$ cat config.mk
export PLATFORM = sky130hd
export DESIGN_NAME = bus_size_seq
export DESIGN_NICKNAME = d
export VERILOG_FILES = /design/src/rtl/bus_size_seq.sv
export SDC_FILE = /design/constraint.sdc
export NUM_CORES = 1
export LEC_CHECK = 0
export BUFFER_PORTS_ARGS = -buffer_cell sky130_fd_sc_hd__clkbuf_2
export CAP_MARGIN = 20
export CELL_PAD_IN_SITES_DETAIL_PLACEMENT = 0
export CELL_PAD_IN_SITES_GLOBAL_PLACEMENT = 2
export CORE_MARGIN = 2
export CORE_UTILIZATION = 29
export DETAILED_ROUTE_END_ITERATION = 10
export PLACE_DENSITY_LB_ADDON = 0.15
export SLEW_MARGIN = 20
export SYNTH_ARGS = -nofsm -noshare
export SYNTH_HDL_FRONTEND = slang
export SYNTH_SLANG_ARGS = --single-unit
$ cat constraint.sdc
create_clock -name clk -period 4.57 [get_ports clk]
set_input_delay 0.2285 -clock clk [delete_from_list [all_inputs] [get_ports clk]]
set_output_delay 0.2285 -clock clk [all_outputs]
set_load 0.05 [all_outputs]
$ cat src/rtl/bus_size_seq.sv
module bus_size_seq #(
  parameter int AW = 32
) (
  input  logic          clk,
  input  logic          rst_n,
  input  logic          req_valid,
  input  logic [AW-1:0] req_addr,
  input  logic [1:0]    req_size,
  input  logic          req_write,
  input  logic [31:0]   req_wdata,
  output logic          done,
  output logic [31:0]   rdata,
  output logic          busy,
  output logic [AW-1:0] bus_addr,
  output logic [1:0]    bus_siz,
  output logic          bus_read,
  output logic          bus_strobe,
  output logic [31:0]   bus_dout,
  input  logic [31:0]   bus_din,
  input  logic [1:0]    bus_ack_n
);

  localparam int DW = 32;
  localparam int NB = DW / 8;

  typedef enum logic [1:0] {S_IDLE, S_RUN, S_GAP} st_t;

  st_t           st;
  logic [AW-1:0] addr_q;
  logic [2:0]    rem_q;
  logic          wr_q;
  logic [DW-1:0] wbuf;
  logic [DW-1:0] acc;
  logic          done_q;

  logic          ack_seen;
  logic [2:0]    pw, off, room, nmov, req_bytes;
  logic [5:0]    sh_mov, sh_off, sh_keep, sh_req;
  logic [DW-1:0] got;

  assign ack_seen = (st == S_RUN) && (bus_ack_n != 2'b11);

  always_comb begin
    case (bus_ack_n)
      2'b10:   pw = 3'd1;
      2'b01:   pw = 3'd2;
      default: pw = 3'd4;
    endcase
  end

  assign off       = (pw == 3'd4) ? {1'b0, addr_q[1:0]} :
                     (pw == 3'd2) ? {2'b00, addr_q[0]} : 3'd0;
  assign room      = pw - off;
  assign nmov      = (rem_q < room) ? rem_q : room;
  assign sh_mov    = {nmov, 3'b000};
  assign sh_off    = {off, 3'b000};
  assign sh_keep   = {3'd4 - nmov, 3'b000};
  assign got       = (bus_din << sh_off) >> sh_keep;
  assign req_bytes = (req_size == 2'b00) ? 3'd4 : {1'b0, req_size};
  assign sh_req    = {3'd4 - req_bytes, 3'b000};

  for (genvar l = 0; l < NB; l++) begin : g_lane
    logic [1:0] sel;
    always_comb begin
      if (2'(l) >= addr_q[1:0])
        sel = 2'(l) - addr_q[1:0];
      else if (2'(l) >= {1'b0, addr_q[0]})
        sel = 2'(l) - {1'b0, addr_q[0]};
      else
        sel = 2'd0;
    end
    assign bus_dout[DW-1-8*l -: 8] = wbuf[(DW-1) - 8*int'(sel) -: 8];
  end

  always_ff @(posedge clk or negedge rst_n) begin
    if (!rst_n) begin
      st     <= S_IDLE;
      addr_q <= '0;
      rem_q  <= 3'd0;
      wr_q   <= 1'b0;
      wbuf   <= '0;
      acc    <= '0;
      done_q <= 1'b0;
    end else begin
      done_q <= 1'b0;
      case (st)
        S_IDLE: if (req_valid) begin
          addr_q <= req_addr;
          rem_q  <= req_bytes;
          wr_q   <= req_write;
          wbuf   <= req_wdata << sh_req;
          acc    <= '0;
          st     <= S_RUN;
        end
        S_RUN: if (ack_seen) begin
          addr_q <= addr_q + AW'(nmov);
          rem_q  <= rem_q - nmov;
          wbuf   <= wbuf << sh_mov;
          acc    <= (acc << sh_mov) | got;
          if (rem_q == nmov) begin
            st     <= S_IDLE;
            done_q <= 1'b1;
          end else begin
            st <= S_GAP;
          end
        end
        S_GAP:   st <= S_RUN;
        default: st <= S_IDLE;
      endcase
    end
  end

  assign done       = done_q;
  assign rdata      = acc;
  assign busy       = (st != S_IDLE);
  assign bus_addr   = addr_q;
  assign bus_siz    = rem_q[1:0];
  assign bus_read   = !wr_q;
  assign bus_strobe = (st == S_RUN);

endmodule


==> impl_metrics.toml, run 1 <==
[setup_path]
crit_path_start_kind = "flip-flop"
path_max_fanout = 7
max_stage_delay_ns = 0.41
worstPathBufferInverterCount = 3
path_cells = "and2_1 -> inv_1 -> fa_2 -> xnor2_2 -> inv_2 -> ha_4 -> or3_1 -> o211ai_2 -> nor2b_2 -> ha_4 -> inv_1 -> fa_2 -> nor2b_1 -> o21a_1 -> nand4_1 -> or2_4 -> o22ai_1 -> a21oi_1"
required_ns = 4.80
cp-end-kind = "flip-flop"
critPathArrivalTime_ns = 4.36
crit_slowest_cell = "dfrtp_1"
worst-setup-path-type = "reg2reg"
critPathTopFamily = "simple AND/OR/NAND/NOR gates"

[placement]
place_ws_ns = 0.118
hpwlAfterDp_um = 21100
place.gp.congestion = 0.835
io_buffers = 205
placedInstanceArea_um2 = 9340

[synthesis]
ys_seq_elements = 103
ys_async_sr_fraction = 1.00
netlist_top_cells_area = "dfrtp_1 (33%), mux2i_1 (8.4%), mux4_2 (8.3%)"
syn_avg_cell_area_um2 = 9.00
postSynthCellCount = 877
synth_nets = 1000
synth.most_common_cell = "dfrtp_1"
yosysTopAreaCellShare = 0.327
synth-main-ff-cell = "dfrtp_1"
yosysTopAreaCell = "dfrtp_1"
synth_edf_count = 0
yosys_warnings = 0
yosysSeqAreaShare = 0.327
synth_cell_types = 59
synth_common_cells = "dfrtp_1 (103), nand2_1 (96), a21oi_1 (80)"
syn_area_um2 = 7890

[grt]
top_usage_layer = "met2"
antenna_found_initial = 1
grt_overflow = 0
track_usage = 0.210
grt_pass1_wl_um = 46600
grt_max_degree = 65
grt_pass1_vias = 7558
met1_usage = 0.315
use_met3 = 0.0353
groute.layer.met2.usage = 0.318

[floorplanning]
start_util = 0.294
pin_count = 206
die_area_um2 = 28600
fp.dieH_um = 169
die_x_um = 169
core_area_um2 = 26800
row_count = 60

[route]
wirelength_um = 30400
postRouteAntennaNets = 0
drt-vias-per-instance = 5.61
vias = 7821
route.detailed.drc = 0
drtIter0Drc = 657
drt_pre_antenna_iters = 5
wl_per_cell_um = 21.8

[timing]
max_slew.worst_pin.slew_ns = 1.07
period_needed_ns = 4.13
setup_violations = 0
slew_viol_final = 0
fin_skew_ns = 0.0113
fmax_mhz = 242
hold_slack_ns = 0.0863
rsz0062_at_grt = "no"
period_share = 0.903
max_slew_margin = 0.283
setup-tns-final_ns = 0
finalHoldViolCount = 0
worst_slack_ns = 0.444

[flow_run]
maxCapViolCount = 0

[layout]
area_growth_pct = 22.3
final_layout_size_suffix_gt1_frac = 0.304
final_net_count = 1171
stdcell_area_um2 = 9650

[clock_tree]
cts_tree = "done"
clk_pin_slew_ns = 0.07
cts_root_buf = "clkbuf_16"
numCtsBuffers = 9
cts-htree-levels = 3
clock_sinks = 103
worstSkewPairLatency_ns = 0.36
cts_max_path_buffers = 2

[hold_path]
min_path_type = "in2reg"

[outcome]
status = "finished, final reports clean"
[logic make-up (layout without fill, tap and decap cells)]
| kind of cell | count (synthesis) | after routing | share of synthesized area |
|---|---|---|---|
| multiplexers | 105 | 105 | 0.181 |
| other | 0 | 1 | 0 |
| flip-flops | 103 | 103 | 0.327 |
| buffers and inverters | 92 | 268 | 0.0514 |
| AND/OR/NAND/NOR | 266 | 266 | 0.157 |
| AO/OA/AOI/OAI | 289 | 289 | 0.248 |
| XOR/XNOR | 3 | 3 | 0.00333 |
| adder cells (fa/ha/maj) | 19 | 19 | 0.0330 |
[layout make-up]
| class | instances | area, µm² |
|---|---|---|
| Antenna cell | 1 | 2.50 |
| Clock buffer | 11 | 243 |
| Clock inverter | 5 | 57.6 |
| Fill cell | 2791 | 17200 |
| Inverter | 19 | 73.8 |
| Multi-Input combinational cell | 682 | 5010 |
| Sequential cell | 103 | 2580 |
| Tap cell | 341 | 427 |
| Timing Repair Buffer | 233 | 1250 |
[cell usage in the layout (no fill, tap or decap), drive strengths merged, types with 11 or more instances in the layout]
master   instances
a21oi           80
a222oi          15
a22o            17
a22oi           17
a32oi           12
and3            33
buf             28
clkbuf         215
dfrtp          103
ha              16
inv             18
mux2i           66
mux4            29
nand2           96
nand3           25
nor2            66
o21ai           65
o22ai           11
o2bb2ai         16
[metal layers]
layer | routed length, µm | vias up | part of all wire
met5 | 0 | - | 0
met3 | 2070 | 22 | 0.068
li1 | - | 3683 | -
met2 | 13500 | 308 | 0.44
met4 | 357 | 0 | 0.012
met1 | 14500 | 3808 | 0.48
[path summary, 6_finish.rpt]
path,startpoint,to,slack (ns),cells after the start
worst max-delay path,bus_addr[1],bus_addr[20],0.44,18
worst min-delay path,req_write,wr_q,0.09,3
worst max register to register,bus_addr[1],bus_addr[20],0.44,18
worst min register to register,bus_addr[6],bus_addr[6],0.53,1
max in group asynchronous,rst_n,bus_addr[0],3.16,3
min in group asynchronous,rst_n,wbuf[2],0.34,2
[flip-flops by register name, summed over array words and instances (netlist names)]
signal and flops:
bus_addr 32, rdata 32, wbuf 32, rem_q 3, st 2, done 1
wr_q 1
[worst register-to-register path, cell delays in order (launching register included)]
cell and delay, ns:
dfrtp_1 0.41, and2_1 0.17, inv_1 0.07, fa_2 0.37, xnor2_2 0.17, inv_2 0.07, ha_4 0.18, or3_1 0.36
o211ai_2 0.08, nor2b_2 0.28, ha_4 0.17, inv_1 0.05, fa_2 0.33, nor2b_1 0.15, o21a_1 0.30, nand4_1 0.29
or2_4 0.35, o22ai_1 0.11, a21oi_1 0.09
[timing repair]
item                                    4_1_cts  5_1_grt
setup buffers                                 0        0
endpoints found under the hold margin        24        0
endpoints found under the setup margin        0        0
resized for setup                             0        0
hold buffers                                  1        0
[metrics by stage]
| stage | instances | utilization |
|---|---|---|
| floorplan | 877 | - |
| global placement | 1377 | 0.348 |
| detailed placement | 1377 | 0.348 |
| CTS | 1394 | 0.360 |
| global route | 1395 | 0.360 |
| finish | 1395 | 0.360 |
Power of run 1 is left out: the tool's default activity adds up to more than one toggle a clock period on the data nets, which glitch-free logic cannot reach.
==> inputs of run 2 (changes only) <==
--- a/config.mk
+++ b/config.mk
@@ -5,15 +5,17 @@
 export SDC_FILE = /design/constraint.sdc
 export NUM_CORES = 1
 export LEC_CHECK = 0
+export ABC_AREA = 1
 export BUFFER_PORTS_ARGS = -buffer_cell sky130_fd_sc_hd__clkbuf_2
 export CAP_MARGIN = 20
 export CELL_PAD_IN_SITES_DETAIL_PLACEMENT = 0
 export CELL_PAD_IN_SITES_GLOBAL_PLACEMENT = 2
 export CORE_MARGIN = 2
-export CORE_UTILIZATION = 29
+export CORE_UTILIZATION = 26
 export DETAILED_ROUTE_END_ITERATION = 10
 export PLACE_DENSITY_LB_ADDON = 0.15
 export SLEW_MARGIN = 20
 export SYNTH_ARGS = -nofsm -noshare
 export SYNTH_HDL_FRONTEND = slang
 export SYNTH_SLANG_ARGS = --single-unit
+export TNS_END_PERCENT = 100
==> run 2 against run 1 <==
Net effect: fmax grew 1.3%; die area increased by 33%; routed wire length is 33% higher; synthesized area is 20% higher; clock-buffer cell count increased by 3; non-clock buffer count down 1; global-route usage is 0.26 points higher; sequential share of layout area shrank 3.5 points; final cell count rose by 58%; final area increased by 15%; via count increased by 36%; sequential cell count stayed put.
==> impl_metrics.toml, run 2 <==
[setup_path]
reg2reg_depth = 17
r2r-start = "bus_addr[1]"
cp-end-kind = "flip-flop"
r2r_end = "rdata[4]"
rrSetupSlack_ns = 0.50
crit_slowest_cell = "nor2_1"
critPathTopFamily = "simple AND/OR/NAND/NOR gates"
path_depth = 17
path_max_fanout = 11
crit_top_cell = "nand2_1"
worst-setup-path-type = "reg2reg"
max_stage_delay_ns = 0.60
critPathArrivalTime_ns = 4.38
path_cells = "nand2_1 -> fa_1 -> xor2_1 -> inv_1 -> ha_1 -> inv_1 -> a21oi_4 -> nand2_8 -> nand2_2 -> o21ai_4 -> ha_1 -> clkinv_1 -> nor2_1 -> nand3_1 -> nand3_1 -> nand2_1 -> nand2_1"
worstPathBufferInverterCount = 3
required_ns = 4.88
crit_path_start_kind = "flip-flop"

[clock_tree]
clk_pin_slew_ns = 0.08
clock_sinks = 103
cts_setup_buffers = 0
worstSkewPairLatency_ns = 0.38
cts_max_path_buffers = 2
numCtsBuffers = 9
cts_tree = "done"
cts_root_buf = "clkbuf_16"
cts-resized-gates = 0
cts-htree-levels = 3

[layout]
fillers = 4228
final_cell_mix = "nand2_1 (582), clkbuf_2 (204), nand3_1 (164)"
n_antenna_cell = 0
final_net_count = 1862
final_common_cell = "nand2_1"
final_layout_size_suffix_gt1_frac = 0.166
area_growth_pct = 17.0

[route]
drt_pre_antenna_iters = 5
wirelength_um = 40400
route.detailed.drc = 0
postRouteAntennaNets = 0
vias = 10600
drtIter0Drc = 695
drt-vias-per-instance = 4.81
wl_per_cell_um = 18.3

[synthesis]
synth.most_common_cell = "nand2_1"
synth_edf_count = 0
netlist_top_cells_area = "dfrtp_1 (27%), nand2_1 (23%), nand3_1 (8.6%)"
yosys.area_share.adder = 0.0274
synth-main-ff-cell = "dfrtp_1"
ys_seq_elements = 103
yosysTopAreaCell = "dfrtp_1"
synth_compound_area_frac = 0.182
synth_mux_area_frac = 0
synthXorXnorAreaFrac = 0.00276
synth_cell_types = 45
yosysSeqAreaShare = 0.271
yosysTopAreaCellShare = 0.271
synth_nets = 1707
ys_async_sr_fraction = 1.00
yosys.area_share.simple = 0.399
yosys_warnings = 0
syn_avg_cell_area_um2 = 6.00
syn_area_um2 = 9500
synth_top_family_by_area = "simple AND/OR/NAND/NOR gates"
postSynthCellCount = 1584
synth_common_cells = "nand2_1 (582), nand3_1 (164), inv_1 (160)"

[grt]
grt_max_degree = 99
antenna_found_initial = 0
grt_pass1_wl_um = 62200
grt_overflow = 0
track_usage = 0.213
grt_pass1_vias = 10500

[timing]
period_share = 0.891
rsz0062_at_grt = "no"
fmax_mhz = 245
period_needed_ns = 4.07
slew_viol_final = 0
setup-tns-final_ns = 0
setup_violations = 0
fin_skew_ns = 0.0138
finalHoldViolCount = 0
max_slew_margin = 0.372
max_slew.worst_pin.slew_ns = 0.943

[floorplanning]
die_area_um2 = 38100
die_x_um = 195
core_area_um2 = 36300
pin_count = 206
fp.dieH_um = 195
start_util = 0.262
row_count = 70

[placement]
io_buffers = 205
hpwlAfterDp_um = 29300
place.gp.congestion = 0.829

[hold_path]
min_path_cells = 3
min_path_type = "in2reg"
min_from = "req_write"
whs_endpoint = "wr_q"

[outcome]
status = "finished, final reports clean"

[flow_run]
maxCapViolCount = 0
[run 2: changes by cell type after synthesis, sizes merged, moves of 17 or more]
cell / before / now
nand2: 96 / 594
o21ai: 65 / 182
mux2i: 66 / 0
mux4: 29 / 0
nand3: 25 / 169
and3: 33 / 1
o211ai: 1 / 20
inv: 18 / 166
buf: 33 / 60
nor2: 66 / 111
a22o: 17 / 0
[run 2: how the worst max path moves through the flow]
| stage | slack (ns) | end | from |
|---|---|---|---|
| floorplan | 0.13 | bus_addr[18] | bus_addr[1] |
| global route | 0.06 | rdata[4] | bus_addr[1] |
| global placement | 0.32 | rem_q[2] | bus_ack_n[0] |
| CTS | 0.46 | bus_dout[29] | bus_addr[0] |
| finish | 0.50 | rdata[4] | bus_addr[1] |
| detailed placement | 0.19 | rem_q[2] | bus_ack_n[0] |
[run 2: worst reg2reg max path, cell delays in order (launching register included)]
cell	delay [ns]
dfrtp_1	0.38
nand2_1	0.10
fa_1	0.41
xor2_1	0.28
inv_1	0.08
ha_1	0.29
inv_1	0.07
a21oi_4	0.24
nand2_8	0.11
nand2_2	0.09
o21ai_4	0.08
ha_1	0.51
clkinv_1	0.36
nor2_1	0.60
nand3_1	0.16
nand3_1	0.11
nand2_1	0.05
nand2_1	0.07
[run 2: logic make-up (layout without fill, tap and decap cells)]
logic type               Yosys count  in the layout
adder cells (fa/ha/maj)           19             19
AO/OA/AOI/OAI                    300            300
buffers and inverters            257            416
flip-flops                       103            103
XOR/XNOR                           3              3
AND/OR/NAND/NOR                  902            902
[run 2: area by class of cell]
class / instances / area [µm²] / area share
Clock buffer: 14 / 254 / 0.0228
Clock inverter: 1 / 5.00 / 0.000450
Inverter: 169 / 637 / 0.0573
Multi-Input combinational cell: 1224 / 5810 / 0.523
Sequential cell: 103 / 2580 / 0.232
Tap cell: 468 / 586 / 0.0527
Timing Repair Buffer: 232 / 1250 / 0.112
[run 2: per-layer routing]
| metal | vias up | share of wire | global-route usage |
|---|---|---|---|
| met5 | - | 0 | 0 |
| met4 | 0 | 0.018 | 0.0554 |
| met3 | 31 | 0.034 | 0.0292 |
| met2 | 216 | 0.48 | 0.366 |
| met1 | 4985 | 0.46 | 0.280 |
| li1 | 5407 | - | - |
[run 2: timing repair]
action                     in CTS  in global routing
hold endpoints to repair       40                  0
hold buffers                    1                  0
setup endpoints to repair       0                  0
[run 2: stage by stage]
stage / util / setup slack, ns / hold slack [ns] / instances / area (µm²)
floorplan: - / 0.129 / -0.0671 / 1584 / 9500
global placement: 0.299 / 0.323 / 0.306 / 2195 / 10800
detailed placement: 0.299 / 0.187 / 0.309 / 2195 / 10800
CTS: 0.306 / 0.464 / 0.0775 / 2211 / 11100
global route: 0.307 / 0.0567 / 0.103 / 2211 / 11100
finish: 0.307 / 0.496 / 0.0976 / 2211 / 11100
Power of run 2 is left out for the same reason.
==> inputs of run 3 (changes only) <==
--- a/config.mk
+++ b/config.mk
@@ -11,7 +11,7 @@
 export CELL_PAD_IN_SITES_DETAIL_PLACEMENT = 0
 export CELL_PAD_IN_SITES_GLOBAL_PLACEMENT = 2
 export CORE_MARGIN = 2
-export CORE_UTILIZATION = 26
+export CORE_UTILIZATION = 29
 export DETAILED_ROUTE_END_ITERATION = 10
 export PLACE_DENSITY_LB_ADDON = 0.15
 export SLEW_MARGIN = 20
==> constraint.sdc (replaced) <==
create_clock -name clk -period 3.9 [get_ports clk]
set_input_delay 0.195 -clock clk [delete_from_list [all_inputs] [get_ports clk]]
set_output_delay 0.195 -clock clk [all_outputs]
set_load 0.05 [all_outputs]
==> run 3 against run 2 <==
Net effect: worst setup slack got worse by 0.11 ns; final cell count decreased by 0.90%; fmax rose by 16%.
==> impl_metrics.toml, run 3 (synthesis results as in run 2) <==
[outcome]
status = "finished, final reports clean"

[clock_tree]
numCtsBuffers = 9
clock_sinks = 103
cts-resized-gates = 0
worstSkewPairLatency_ns = 0.38
cts_max_path_buffers = 2
cts_tree = "done"
cts-htree-levels = 3
clk_pin_slew_ns = 0.09
cts_setup_buffers = 0
cts_root_buf = "clkbuf_16"

[layout]
n_antenna_cell = 0
area.sequential_um2 = 2580
final_common_cell = "nand2_1"
final_layout_size_suffix_gt1_frac = 0.185
final_net_count = 1867
fillers = 3709
final_cell_mix = "nand2_1 (577), clkbuf_2 (204), nand3_1 (163)"
multiInputGateArea_um2 = 5910
area_growth_pct = 18.5

[timing]
period_needed_ns = 3.51
fmax_mhz = 285
max_slew.worst_pin.slew_ns = 0.972
fin_skew_ns = 0.0143
finalHoldViolCount = 0
hold_slack_ns = 0.0560
slew_viol_final = 0
rsz0062_at_grt = "no"
max_slew_margin = 0.352
period_share = 0.900
setup_violations = 0

[route]
dr_wl_met3_um = 1730
route.detailed.drc = 0
wirelength_um = 38000
drt-met1-wl_um = 17400
wl_per_cell_um = 17.3
dr_wl_met2_um = 18100
drt-vias-per-instance = 4.90
drtIter0Drc = 613
routed.top_layer = "met4"
postRouteAntennaNets = 0
drt_pre_antenna_iters = 7
vias = 10700

[setup_path]
critPathArrivalTime_ns = 3.80
cp-end-kind = "flip-flop"
crit_path_start_kind = "flip-flop"
path_max_fanout = 7
required_ns = 4.18
worst-setup-path-type = "reg2reg"

[grt]
grt_pass1_vias = 10400
grt_max_degree = 99
grt_pass1_wl_um = 59800
antenna_found_initial = 0
grt_overflow = 0
track_usage = 0.227

[floorplanning]
core_area_um2 = 32400
row_count = 66
die_area_um2 = 34200
fp.dieH_um = 185
die_x_um = 185
pin_count = 206
start_util = 0.294

[flow_run]
maxCapViolCount = 0

[placement]
place.gp.congestion = 0.819
hpwlAfterDp_um = 27700
io_buffers = 205

[hold_path]
min_path_type = "in2reg"
-- run 3: timing repair --
action / CTS / global route
endpoints found under the hold margin: 0 / 71
hold buffers: 0 / 1
setup endpoints to repair: 0 / 0
-- run 3: critical path: stages, from the launching register on --
cell and delay (ns):
dfrtp_2 0.39, nand2_4 0.06, fa_2 0.39, xor2_2 0.20
inv_2 0.07, ha_4 0.27, inv_2 0.04, a21oi_4 0.25
nand2_8 0.11, nand2_1 0.11, o21ai_4 0.07, ha_1 0.27
nand2_1 0.05, o21ai_2 0.29, nand2_1 0.20, nor2_1 0.17
nand2_1 0.10, o21ai_0 0.16, nand3_1 0.09, nand2_1 0.07
nand2_1 0.04
-- run 3: layout make-up --
class	instances	share of cell area
Clock buffer	11	0.0225
Clock inverter	5	0.00345
Inverter	169	0.0568
Multi-Input combinational cell	1224	0.525
Sequential cell	103	0.229
Tap cell	442	0.0491
Timing Repair Buffer	237	0.114
-- run 3: metrics by stage --
step	std cells	TNS, ns	cell area, µm²	utilization	setup slack (ns)
4_1_cts	2190	0	11200	0.347	0.354
3_3_place_gp	2174	0	10900	0.338	0.108
6_report	2191	0	11300	0.348	0.388
5_1_grt	2191	0	11300	0.348	0.0398
2_1_floorplan	1584	-0.616	9610	-	-0.130
3_5_place_dp	2174	0	10900	0.338	0.0581
-- run 3: path summary, 6_finish.rpt --
kind | slack [ns] | depth (start not counted) | start | end
worst max-delay path | 0.39 | 20 | bus_addr[0] | bus_addr[23]
min in group asynchronous | 0.42 | 2 | rst_n | wr_q
max in group asynchronous | 2.45 | 3 | rst_n | rdata[26]
worst min-delay path | 0.06 | 3 | req_write | wr_q
worst min register to register | 0.51 | 2 | rdata[29] | rdata[29]
worst max register to register | 0.39 | 20 | bus_addr[0] | bus_addr[23]
-- run 3: per-layer routing --
| layer | global-route usage | vias to the layer above |
|---|---|---|
| met3 | 0.0313 | 29 |
| met1 | 0.305 | 5009 |
| met4 | 0.0641 | 0 |
| met5 | 0 | - |
| met2 | 0.380 | 274 |
| li1 | - | 5425 |
Power of run 3 is left out for the same reason.
